`config.mk`:
```
export PLATFORM = sky130hd
export DESIGN_NAME = evt_snap_ctr
export DESIGN_NICKNAME = d
export VERILOG_FILES = /design/src/rtl/evs_pkg.sv /design/src/rtl/evs_event_ctrs.sv /design/src/rtl/evs_time.sv /design/src/rtl/evs_regs.sv /design/src/rtl/evt_snap_ctr.sv
export SDC_FILE = /design/constraint.sdc
export NUM_CORES = 2
export LEC_CHECK = 0
export BUFFER_PORTS_ARGS = -buffer_cell sky130_fd_sc_hd__buf_2
export CAP_MARGIN = 20
export CORE_MARGIN = 8
export CORE_UTILIZATION = 45
export CTS_BUF_LIST = sky130_fd_sc_hd__clkbuf_16
export DETAILED_ROUTE_END_ITERATION = 6
export SYNTH_ARGS = -nofsm -noshare
export SYNTH_HDL_FRONTEND = slang
export SYNTH_SLANG_ARGS = --single-unit
```
`constraint.sdc`:
```
create_clock -name clk -period 8.2 [get_ports clk]
set_input_delay 2.46 -clock clk [delete_from_list [all_inputs] [get_ports clk]]
set_output_delay 2.46 -clock clk [all_outputs]
set_load 0.01 [all_outputs]
```
`src/rtl/evs_pkg.sv`:
```
package evs_pkg;
  localparam int CW     = 64;
  localparam int N_EVT  = 3;
  localparam int N_SNAP = 6;
  localparam logic [7:0] SEL_CYC   = 8'h00;
  localparam logic [7:0] SEL_INS   = 8'h01;
  localparam logic [7:0] SEL_IRQ   = 8'h02;
  localparam logic [7:0] SEL_NMI   = 8'h03;
  localparam logic [7:0] SEL_NS    = 8'h80;
  localparam logic [7:0] SEL_SPLIT = 8'h81;
  typedef enum logic [2:0] {
    IX_CYC = 3'd0, IX_INS = 3'd1, IX_IRQ = 3'd2,
    IX_NMI = 3'd3, IX_NS = 3'd4, IX_SPLIT = 3'd5
  } snap_ix_e;
endpackage

```
`src/rtl/evs_event_ctrs.sv`:
```
module evs_event_ctrs #(
  parameter int CW    = 64,
  parameter int N_EVT = 3
) (
  input  logic                      clk,
  input  logic                      rst,
  input  logic                      capture,
  input  logic [N_EVT-1:0]          ev,
  output logic [CW-1:0]             snap_cyc,
  output logic [N_EVT-1:0][CW-1:0]  snap_evt
);
  logic [CW-1:0] cyc_q;
  logic [N_EVT-1:0][CW-1:0] evt_q;

  always_ff @(posedge clk) begin
    if (rst) begin
      cyc_q    <= '0;
      snap_cyc <= '0;
    end else begin
      cyc_q <= cyc_q + 1'b1;
      if (capture) snap_cyc <= cyc_q;
    end
  end

  for (genvar g = 0; g < N_EVT; g++) begin : g_evt
    always_ff @(posedge clk) begin
      if (rst) begin
        evt_q[g]    <= '0;
        snap_evt[g] <= '0;
      end else begin
        if (ev[g]) evt_q[g] <= evt_q[g] + 1'b1;
        if (capture) snap_evt[g] <= evt_q[g];
      end
    end
  end

  p_cyc_step_r5: assert property (@(posedge clk) disable iff (rst)
    1'b1 |=> cyc_q == $past(cyc_q) + 1'b1);
  p_snap_hold_r2: assert property (@(posedge clk) disable iff (rst)
    !capture |=> $stable(snap_cyc) && $stable(snap_evt));
  p_pre_incr_r6: assert property (@(posedge clk) disable iff (rst)
    (capture && ev[0]) |=> evt_q[0] == snap_evt[0] + 1'b1);
endmodule

```
`src/rtl/evs_time.sv`:
```
module evs_time #(
  parameter int CW          = 64,
  parameter int TICK_CYCLES = 4,
  parameter int TICK_NS     = 16,
  parameter int SEC_NS      = 1000000000
) (
  input  logic          clk,
  input  logic          rst,
  input  logic          capture,
  output logic [CW-1:0] snap_ns,
  output logic [CW-1:0] snap_split
);
  localparam int PW = $clog2(TICK_CYCLES + 1);
  localparam int HW = CW / 2;
  localparam logic [PW-1:0] PC_LAST = PW'(TICK_CYCLES - 1);
  localparam logic [HW-1:0] STEP    = HW'(TICK_NS);
  localparam logic [HW-1:0] SEC_LIM = HW'(SEC_NS);

  logic [PW-1:0] pc_q;
  logic [CW-1:0] ns_q;
  logic [HW-1:0] sec_q, sub_q, sub_sum;
  logic          tick;

  assign tick    = (pc_q == PC_LAST);
  assign sub_sum = sub_q + STEP;

  always_ff @(posedge clk) begin
    if (rst) begin
      pc_q       <= '0;
      ns_q       <= '0;
      sec_q      <= '0;
      sub_q      <= '0;
      snap_ns    <= '0;
      snap_split <= '0;
    end else begin
      if (capture) begin
        snap_ns    <= ns_q;
        snap_split <= {sec_q, sub_q};
      end
      if (tick) begin
        pc_q <= '0;
        ns_q <= ns_q + CW'(TICK_NS);
        if (sub_sum >= SEC_LIM) begin
          sub_q <= sub_sum - SEC_LIM;
          sec_q <= sec_q + 1'b1;
        end else begin
          sub_q <= sub_sum;
        end
      end else begin
        pc_q <= pc_q + 1'b1;
      end
    end
  end

  p_sub_range_r8: assert property (@(posedge clk) disable iff (rst)
    sub_q < SEC_LIM);
  p_sec_carry_r8: assert property (@(posedge clk) disable iff (rst)
    1'b1 |=> (sec_q == $past(sec_q)) || (sub_q < $past(sub_q)));
  p_ns_idle_r7: assert property (@(posedge clk) disable iff (rst)
    !tick |=> $stable(ns_q));
endmodule

```
`src/rtl/evs_regs.sv`:
```
module evs_regs
  import evs_pkg::*;
#(
  parameter int AW = 16,
  parameter int DW = 8,
  parameter logic [15:0] BASE = 16'hFFC0
) (
  input  logic                       clk,
  input  logic                       rst,
  input  logic [AW-1:0]              addr,
  input  logic [DW-1:0]              wdata,
  input  logic                       we,
  input  logic                       re,
  input  logic [N_SNAP-1:0][CW-1:0]  snaps,
  output logic                       capture,
  output logic [DW-1:0]              rdata
);
  localparam int NBYTE = CW / DW;
  localparam int BW    = $clog2(NBYTE);
  localparam logic [AW-1:0] OFF_CAP = AW'(0);
  localparam logic [AW-1:0] OFF_SEL = AW'(1);
  localparam logic [AW-1:0] OFF_WIN = AW'(2);
  localparam logic [AW-1:0] OFF_END = AW'(2 + NBYTE);

  logic [DW-1:0] sel_q;
  logic [AW-1:0] off;
  logic          in_win, sel_wr;
  logic [BW-1:0] bix;
  logic [CW-1:0] val;
  logic [DW-1:0] rd_nxt;

  assign off     = addr - AW'(BASE);
  assign in_win  = (addr >= AW'(BASE)) && (off < OFF_END);
  assign capture = we && in_win && (off == OFF_CAP);
  assign sel_wr  = we && in_win && (off == OFF_SEL);
  assign bix     = BW'(off - OFF_WIN);

  always_comb begin
    case (sel_q)
      SEL_CYC:   val = snaps[IX_CYC];
      SEL_INS:   val = snaps[IX_INS];
      SEL_IRQ:   val = snaps[IX_IRQ];
      SEL_NMI:   val = snaps[IX_NMI];
      SEL_NS:    val = snaps[IX_NS];
      SEL_SPLIT: val = snaps[IX_SPLIT];
      default:   val = '0;
    endcase
  end

  always_comb begin
    rd_nxt = '0;
    if (in_win) begin
      if (off == OFF_SEL)      rd_nxt = sel_q;
      else if (off >= OFF_WIN) rd_nxt = val[{bix, 3'b000} +: DW];
    end
  end

  always_ff @(posedge clk) begin
    if (rst) begin
      sel_q <= '0;
      rdata <= '0;
    end else begin
      if (sel_wr) sel_q <= wdata;
      rdata <= re ? rd_nxt : '0;
    end
  end

  p_idle_zero_r10: assert property (@(posedge clk) disable iff (rst)
    !re |=> rdata == '0);
  p_cap_reads_zero_r9: assert property (@(posedge clk) disable iff (rst)
    (re && addr == AW'(BASE)) |=> rdata == '0);
  p_sel_hold_r11: assert property (@(posedge clk) disable iff (rst)
    !sel_wr |=> $stable(sel_q));
endmodule

```
`src/rtl/evt_snap_ctr.sv`:
```
module evt_snap_ctr
  import evs_pkg::*;
#(
  parameter logic [15:0] BASE = 16'hFFC0,
  parameter int TICK_CYCLES   = 4,
  parameter int TICK_NS       = 16,
  parameter int SEC_NS        = 1000000000
) (
  input  logic        clk,
  input  logic        rst,
  input  logic [15:0] bus_addr,
  input  logic [7:0]  bus_wdata,
  input  logic        bus_we,
  input  logic        bus_re,
  input  logic        ev_instr,
  input  logic        ev_irq,
  input  logic        ev_nmi,
  output logic [7:0]  bus_rdata
);
  logic                      capture;
  logic [N_SNAP-1:0][CW-1:0] snaps;
  logic [N_EVT-1:0][CW-1:0]  snap_evt;
  logic [CW-1:0]             snap_cyc, snap_ns, snap_split;

  evs_event_ctrs #(.CW(CW), .N_EVT(N_EVT)) i_ctrs (
    .clk(clk), .rst(rst), .capture(capture),
    .ev({ev_nmi, ev_irq, ev_instr}),
    .snap_cyc(snap_cyc), .snap_evt(snap_evt)
  );

  evs_time #(.CW(CW), .TICK_CYCLES(TICK_CYCLES), .TICK_NS(TICK_NS),
             .SEC_NS(SEC_NS)) i_time (
    .clk(clk), .rst(rst), .capture(capture),
    .snap_ns(snap_ns), .snap_split(snap_split)
  );

  assign snaps[IX_CYC]   = snap_cyc;
  assign snaps[IX_INS]   = snap_evt[0];
  assign snaps[IX_IRQ]   = snap_evt[1];
  assign snaps[IX_NMI]   = snap_evt[2];
  assign snaps[IX_NS]    = snap_ns;
  assign snaps[IX_SPLIT] = snap_split;

  evs_regs #(.AW(16), .DW(8), .BASE(BASE)) i_regs (
    .clk(clk), .rst(rst), .addr(bus_addr), .wdata(bus_wdata),
    .we(bus_we), .re(bus_re), .snaps(snaps),
    .capture(capture), .rdata(bus_rdata)
  );
endmodule

```
---- Word-level counts from Yosys, hierarchy flattened ----
Cells that the tools add are included.
storage, ports and cells
  bits of input ports ..................... 31
  flip-flop bits (word level) ............. 787
cells by class
  eq/ne operators ......................... 7
  reductions and logical operators ........ 9
  order comparisons ....................... 4
  mux-type cells .......................... 4
  add/subtract/negate cells ............... 11
  bitwise logic cells ..................... 2
  shift-type cells ........................ 1
operators by type and width
  kind                                                                 number
  case mux 64 bit (6 select lines)                                     1
  adder 64 x 1 -> 64 bit, second input constant                        4
  adder 64 x 5 -> 64 bit, second input constant                        1
  indexed part select 64 x 7 -> 8 bit                                  1
  adder 32 x 1 -> 32 bit, second input constant                        1
  adder 32 x 5 -> 32 bit, second input constant                        1
  greater-or-equal comparator 32 x 30 -> 1 bit, second input constant  1
  2-to-1 mux 32 bit                                                    1
  subtractor 32 x 30 -> 32 bit, second input constant                  1
  equality test 16 x 1 -> 1 bit, second input constant                 1
  equality test 8 x 2 -> 1 bit, second input constant                  2
  equality test 8 bit, second input constant                           2
  greater-or-equal comparator 16 bit, second input constant            1
  greater-or-equal comparator 16 x 2 -> 1 bit, second input constant   1
  zero test 16 bit                                                     1
  less-than comparator 16 x 4 -> 1 bit, second input constant          1
  2-to-1 mux 8 bit                                                     2
  subtractor 16 bit, second input constant                             1
  equality test 8 x 1 -> 1 bit, second input constant                  1
  zero test 8 bit                                                      1
  logical AND 1 bit                                                    4
  adder 3 x 1 -> 3 bit, second input constant                          1
  equality test 3 x 2 -> 1 bit, second input constant                  1
  OR reduction 3 bit                                                   1
  other kinds (4)                                                      5

---- Depth between registers and ports, before layout ----
  depth in word-level cells ............... 5
  mapped depth ............................ 16

---- Hierarchy ----
A second synthesis with hierarchy kept.
second synthesis, totals
  cells, all modules ...................... 4038
  area total of the unflattened synthesis .. 35781.8 um^2
modules (own cells, without submodules)
  module          times used  area an instance (um^2)  cells each  seq. area each (um^2)
  evs_event_ctrs  1           21003.9                  2302        10249.8
  evs_time        1           11459.7                  1293        4864.7
  evs_regs        1           3318.2                   443         320.3

---- Least setup slack after synthesis ----
Ideal clock, no wire load.
  path kind ............................... in2reg
  start point ............................. input bus_addr[6]
  end point ............................... register i_ctrs.snap_evt[119] in the netlist's numbering
  buffers on the path ..................... 3
  cell stages on the path ................. 12
  setup slack ............................. 3047 ps
  arrival time ............................ 5083 ps
  data required time ...................... 8130 ps
  setup time .............................. 70 ps
  path through ............................ ha_1 -> or2_2 -> a21oi_1 -> o21ai_0 -> nor4b_1 -> nor4b_1 -> and4b_1 -> clkbuf_1 -> clkbuf_1 -> buf_1 -> nand2_1 -> a21oi_1
on the way
  longest elaborated chain between the ends .. 5
  elaborated cells on any way between the ends .. 7
ends and longest elaborated chain
  what                                  line                  source
  from (decl)                           evt_snap_ctr.sv:11    input logic [15:0] bus_addr,
  subtractor 16 bit                     evs_regs.sv:32        assign off = addr - AW'(BASE);
  less-than comparator 16 x 4 -> 1 bit  evs_regs.sv:33        assign in_win = (addr >= AW'(BASE)) && (off < OFF_END);
  logical AND 1 bit                     evs_regs.sv:33
  logical AND 1 bit                     evs_regs.sv:34        assign capture = we && in_win && (off == OFF_CAP);
  logical AND 1 bit (*)                 evs_regs.sv:34
  to (signal, indexed assignment)       evs_event_ctrs.sv:32  if (capture) snap_evt[g] <= evt_q[g];
  to (decl)                             evs_event_ctrs.sv:10  output logic [N_EVT-1:0][CW-1:0] snap_evt
Mark *: on every way between the ends. The rest lies on a longest branch, timed or not.
A chain may end at the register's enable or synchronous reset.

---- Worst setup path after layout ----
  start point ............................. input bus_addr[6]
  end point ............................... register i_time.snap_split[16]
on the way
  longest elaborated chain between the ends .. 5
  elaborated cells on any way between the ends .. 7
ends and longest elaborated chain
  what                                  line            source
  subtractor 16 bit                     evs_regs.sv:32
  less-than comparator 16 x 4 -> 1 bit  evs_regs.sv:33
  logical AND 1 bit                     evs_regs.sv:33
  logical AND 1 bit                     evs_regs.sv:34
  logical AND 1 bit (*)                 evs_regs.sv:34
  to (signal assigned)                  evs_time.sv:38  snap_split <= {sec_q, sub_q};
  to (decl)                             evs_time.sv:11  output logic [CW-1:0] snap_split
Marks and branches as above.

==> flow_metrics.env <==
export IMPL_status="complete, no violations"
export IMPL_crit_arrival_ns=6.13
export IMPL_synth_xor_area_frac=0.08045
export IMPL_antenna_found_initial=1
export IMPL_ys_types=69
export IMPL_setup_viol=0
export IMPL_die_area_um2=86060
export IMPL_io_pins=39
export IMPL_max_freq_mhz=178.7
export IMPL_core_um2=76080
export IMPL_drive_above_1_share=0.06632
export IMPL_start_util=0.4551
export IMPL_drt_wirelength_per_cell_um=17.16
export IMPL_postLayoutCoreUtil=0.4999
export IMPL_crit_fanout=63
export IMPL_critPathKind="input pin to flop"
export IMPL_grt_start_max_net_pins=222
export IMPL_drt_iter0_drc=2347
export IMPL_final_setup_tns_ns=0
export IMPL_synth_top_cell_by_area="dfxtp_1"
export IMPL_clock_latency_ns=0.63
export IMPL_synth_area_um2=34620
export IMPL_syn_num_nets=4343
export IMPL_crit_path_cell_trace="buf_2 -> ha_1 -> or2_2 -> a21oi_1 -> o21ai_0 -> nor4b_1 -> nor4b_1 -> and4b_4 -> buf_4 -> nand2_1 -> a21oi_1"
export IMPL_drv_slew=0
export IMPL_synthSimpleGateAreaFrac=0.2488
export IMPL_path_clk_slew_ns=0.06
export IMPL_fin_crit_sh=0.6823
export IMPL_die_h_um=293.4
export IMPL_cts_resized=0
export IMPL_relSlewSlack=0.2458
export IMPL_synthFlopType="dfxtp_1"
export IMPL_start_kind="input pin"
export IMPL_hold_ws_ns=0.4332
export IMPL_grt_pass1_wl_um=145500
export IMPL_rows=101
export IMPL_tightest_slew_ns=1.131
export IMPL_drv_cap=0
export IMPL_synth_adder_area_share=0.005060
export IMPL_critPathRequiredTime_ns=8.74
export IMPL_synth_edf_count=0
export IMPL_nFillCells=7480
export IMPL_ys_seq_area_frac=0.4458
export IMPL_grt_usage=0.2037
export IMPL_dp_hpwl_um=59080
export IMPL_yosysTopAreaCellShare=0.4458
export IMPL_async_reset_ff_frac=0
export IMPL_routabilityCongestion=0.8492
export IMPL_synth_top_family_by_area="simple AND/OR/NAND/NOR gates"
export IMPL_port_buffers=38
export IMPL_max_stage_delay_ns=0.98
export IMPL_end_kind="flop"
export IMPL_cts_root_buffer="clkbuf_16"
export IMPL_hold_buffers=0
export IMPL_cts_setup_buffers=0
export IMPL_numCtsBuffers=85
export IMPL_finalCriticalPeriod_ns=5.595
export IMPL_die_width_um=293.4
export IMPL_synth_seq_cells=771
export IMPL_diodes=0
export IMPL_htreeDepth=3
export IMPL_final_net_count=4228
export IMPL_min_path_type="flop to flop"
export IMPL_vias_per_cell=5.417
export IMPL_pwr_density_cell_nw_per_um2=197.2
export IMPL_grt_pass1_vias=25930
export IMPL_rsz0062_at_grt="no"
export IMPL_grt_ovfl_total=0
export IMPL_cts_tree="done"
export IMPL_first_pass_iters=7
export IMPL_yosys_top_cells_area="dfxtp_1 (45%), nand2_1 (10%), a21oi_1 (7.4%)"
export IMPL_leakage_uw=0.01235
export IMPL_fin_skew_ns=0.02312
export IMPL_yosys_warnings=0
export IMPL_cpMaxStageDelayCell="and4b_4"
export IMPL_syn2layout_area_growth_pct=9.859
export IMPL_syn_area_per_cell_um2=8.055
export IMPL_num_vias=28620
export IMPL_finalHoldViolCount=0
export IMPL_vdd_ir_drop_max_mv=0.1441
export IMPL_totalWireLength_um=90660
export IMPL_clock_path_buffers=3
export IMPL_drc_errors=0
export IMPL_synthMuxAreaShare=0.06390
export IMPL_ant_nets=0
export IMPL_synthCells=4298
export IMPL_clkSinkCount=771
export IMPL_synth_compound_area_frac=0.1206
==> critical path: cells and delay by family <==
kind,cells,cell delay (ns)
and+or+nand+nor,5,2.33
adders and majority gates,1,0.25
AOI/OAI and AO/OA,3,0.41
buffers and inverters,2,0.64
==> flip-flops by register name, summed over array words and instances (netlist names) <==
signal             cells
i_ctrs.evt_q         192
i_time.pc_q            3
i_regs.sel_q           8
i_regs.rdata           8
i_time.sec_q          32
i_ctrs.snap_evt      192
i_ctrs.snap_cyc       64
i_time.sub_q          28
i_time.snap_split     60
i_ctrs.cyc_q          64
i_time.ns_q           60
i_time.snap_ns        60
==> area by class of cell <==
| class | count | area (um^2) | area share |
|---|---|---|---|
| Sequential cell | 771 | 15440 | 0.4059 |
| Inverter | 39 | 146.4 | 0.003849 |
| Clock inverter | 69 | 432.9 | 0.01138 |
| Clock buffer | 87 | 2177 | 0.05724 |
| Multi-Input combinational cell | 3215 | 17990 | 0.4730 |
| Tap cell | 1030 | 1289 | 0.03389 |
| Timing Repair Buffer | 71 | 560.5 | 0.01474 |
==> Yosys cell counts, drive strengths merged (17+ instances only) <==
| cell type | number |
|---|---|
| nand2 | 951 |
| mux2i | 140 |
| xor2 | 225 |
| buf | 34 |
| nor3 | 60 |
| a21oi | 511 |
| nand4 | 89 |
| mux2 | 50 |
| or3 | 62 |
| clkbuf | 239 |
| nor2 | 428 |
| and4 | 28 |
| and3 | 69 |
| o21ai | 91 |
| o22ai | 46 |
| xnor2 | 93 |
| and2 | 19 |
| o211ai | 17 |
| nor4 | 26 |
| dfxtp | 771 |
| nand3 | 147 |
| inv | 38 |
==> worst paths after layout <==
kind              startpoint                     to  slack, ns  depth (start not counted)
min reg2reg   i_time.pc_q[0]         i_time.pc_q[0]       0.43                          1
min           i_time.pc_q[0]         i_time.pc_q[0]       0.43                          1
max reg2reg  i_time.sub_q[4]       i_time.sub_q[13]       3.47                         11
max              bus_addr[6]  i_time.snap_split[16]       2.61                         11
==> kinds of logic (layout without fill, tap and decap cells) <==
| family | count (synthesis) | after routing |
|---|---|---|
| and+or+nand+nor | 1926 | 1926 |
| muxes | 201 | 201 |
| AOI/OAI and AO/OA | 756 | 756 |
| buffers and inverters | 312 | 266 |
| xor gates and xnor gates | 318 | 318 |
| adders and majority gates | 14 | 14 |
| DFF | 771 | 771 |
==> metrics by stage <==
step | area (um^2) | setup WS [ns] | instances | total power, uW
final | 38030 | 2.605 | 5282 | 7500
after global routing | 38030 | 2.282 | 5282 | 7757
after CTS | 38030 | 2.642 | 5282 | 7582
after detailed placement | 35420 | 2.013 | 5126 | 3985
after global placement | 35420 | 2.123 | 5126 | 3985
after floorplan | 34620 | 3.047 | 4298 | 3936
==> routing by layer <==
layer	up-vias	wire length [um]	global-route usage
met5	-	0	0
met4	0	1946	0.05701
met3	114	4513	0.02596
met2	602	38150	0.3009
met1	13490	46050	0.3078
li1	14410	-	-
==> power breakdown <==
group	switching, uW	internal [uW]
Clock	1550	2050
Combinational	109	33.0
Sequential	7.59	3750
Total	1670	5830
==> cells in the final DEF, fill, tap and decap left out, drive strengths merged, types with 6 or more instances in the layout <==
cell	instances
a21oi	511
nand2	951
nor2	428
nand4	89
nand4b	6
o211ai	17
o21ai	91
mux4	11
and2	19
and3	69
o22ai	46
dfxtp	771
mux2	50
xnor2	93
nor2b	13
nor4	26
clkbuf	87
a221oi	8
ha	14
nor3	60
a31o	8
a21o	9
clkinv	49
xor2	225
or2	6
inv	53
and4	28
nand3	147
mux2i	140
o221ai	9
or3	62
buf	71
a22oi	15
Note: power is estimated with default switching activity, not from simulation.
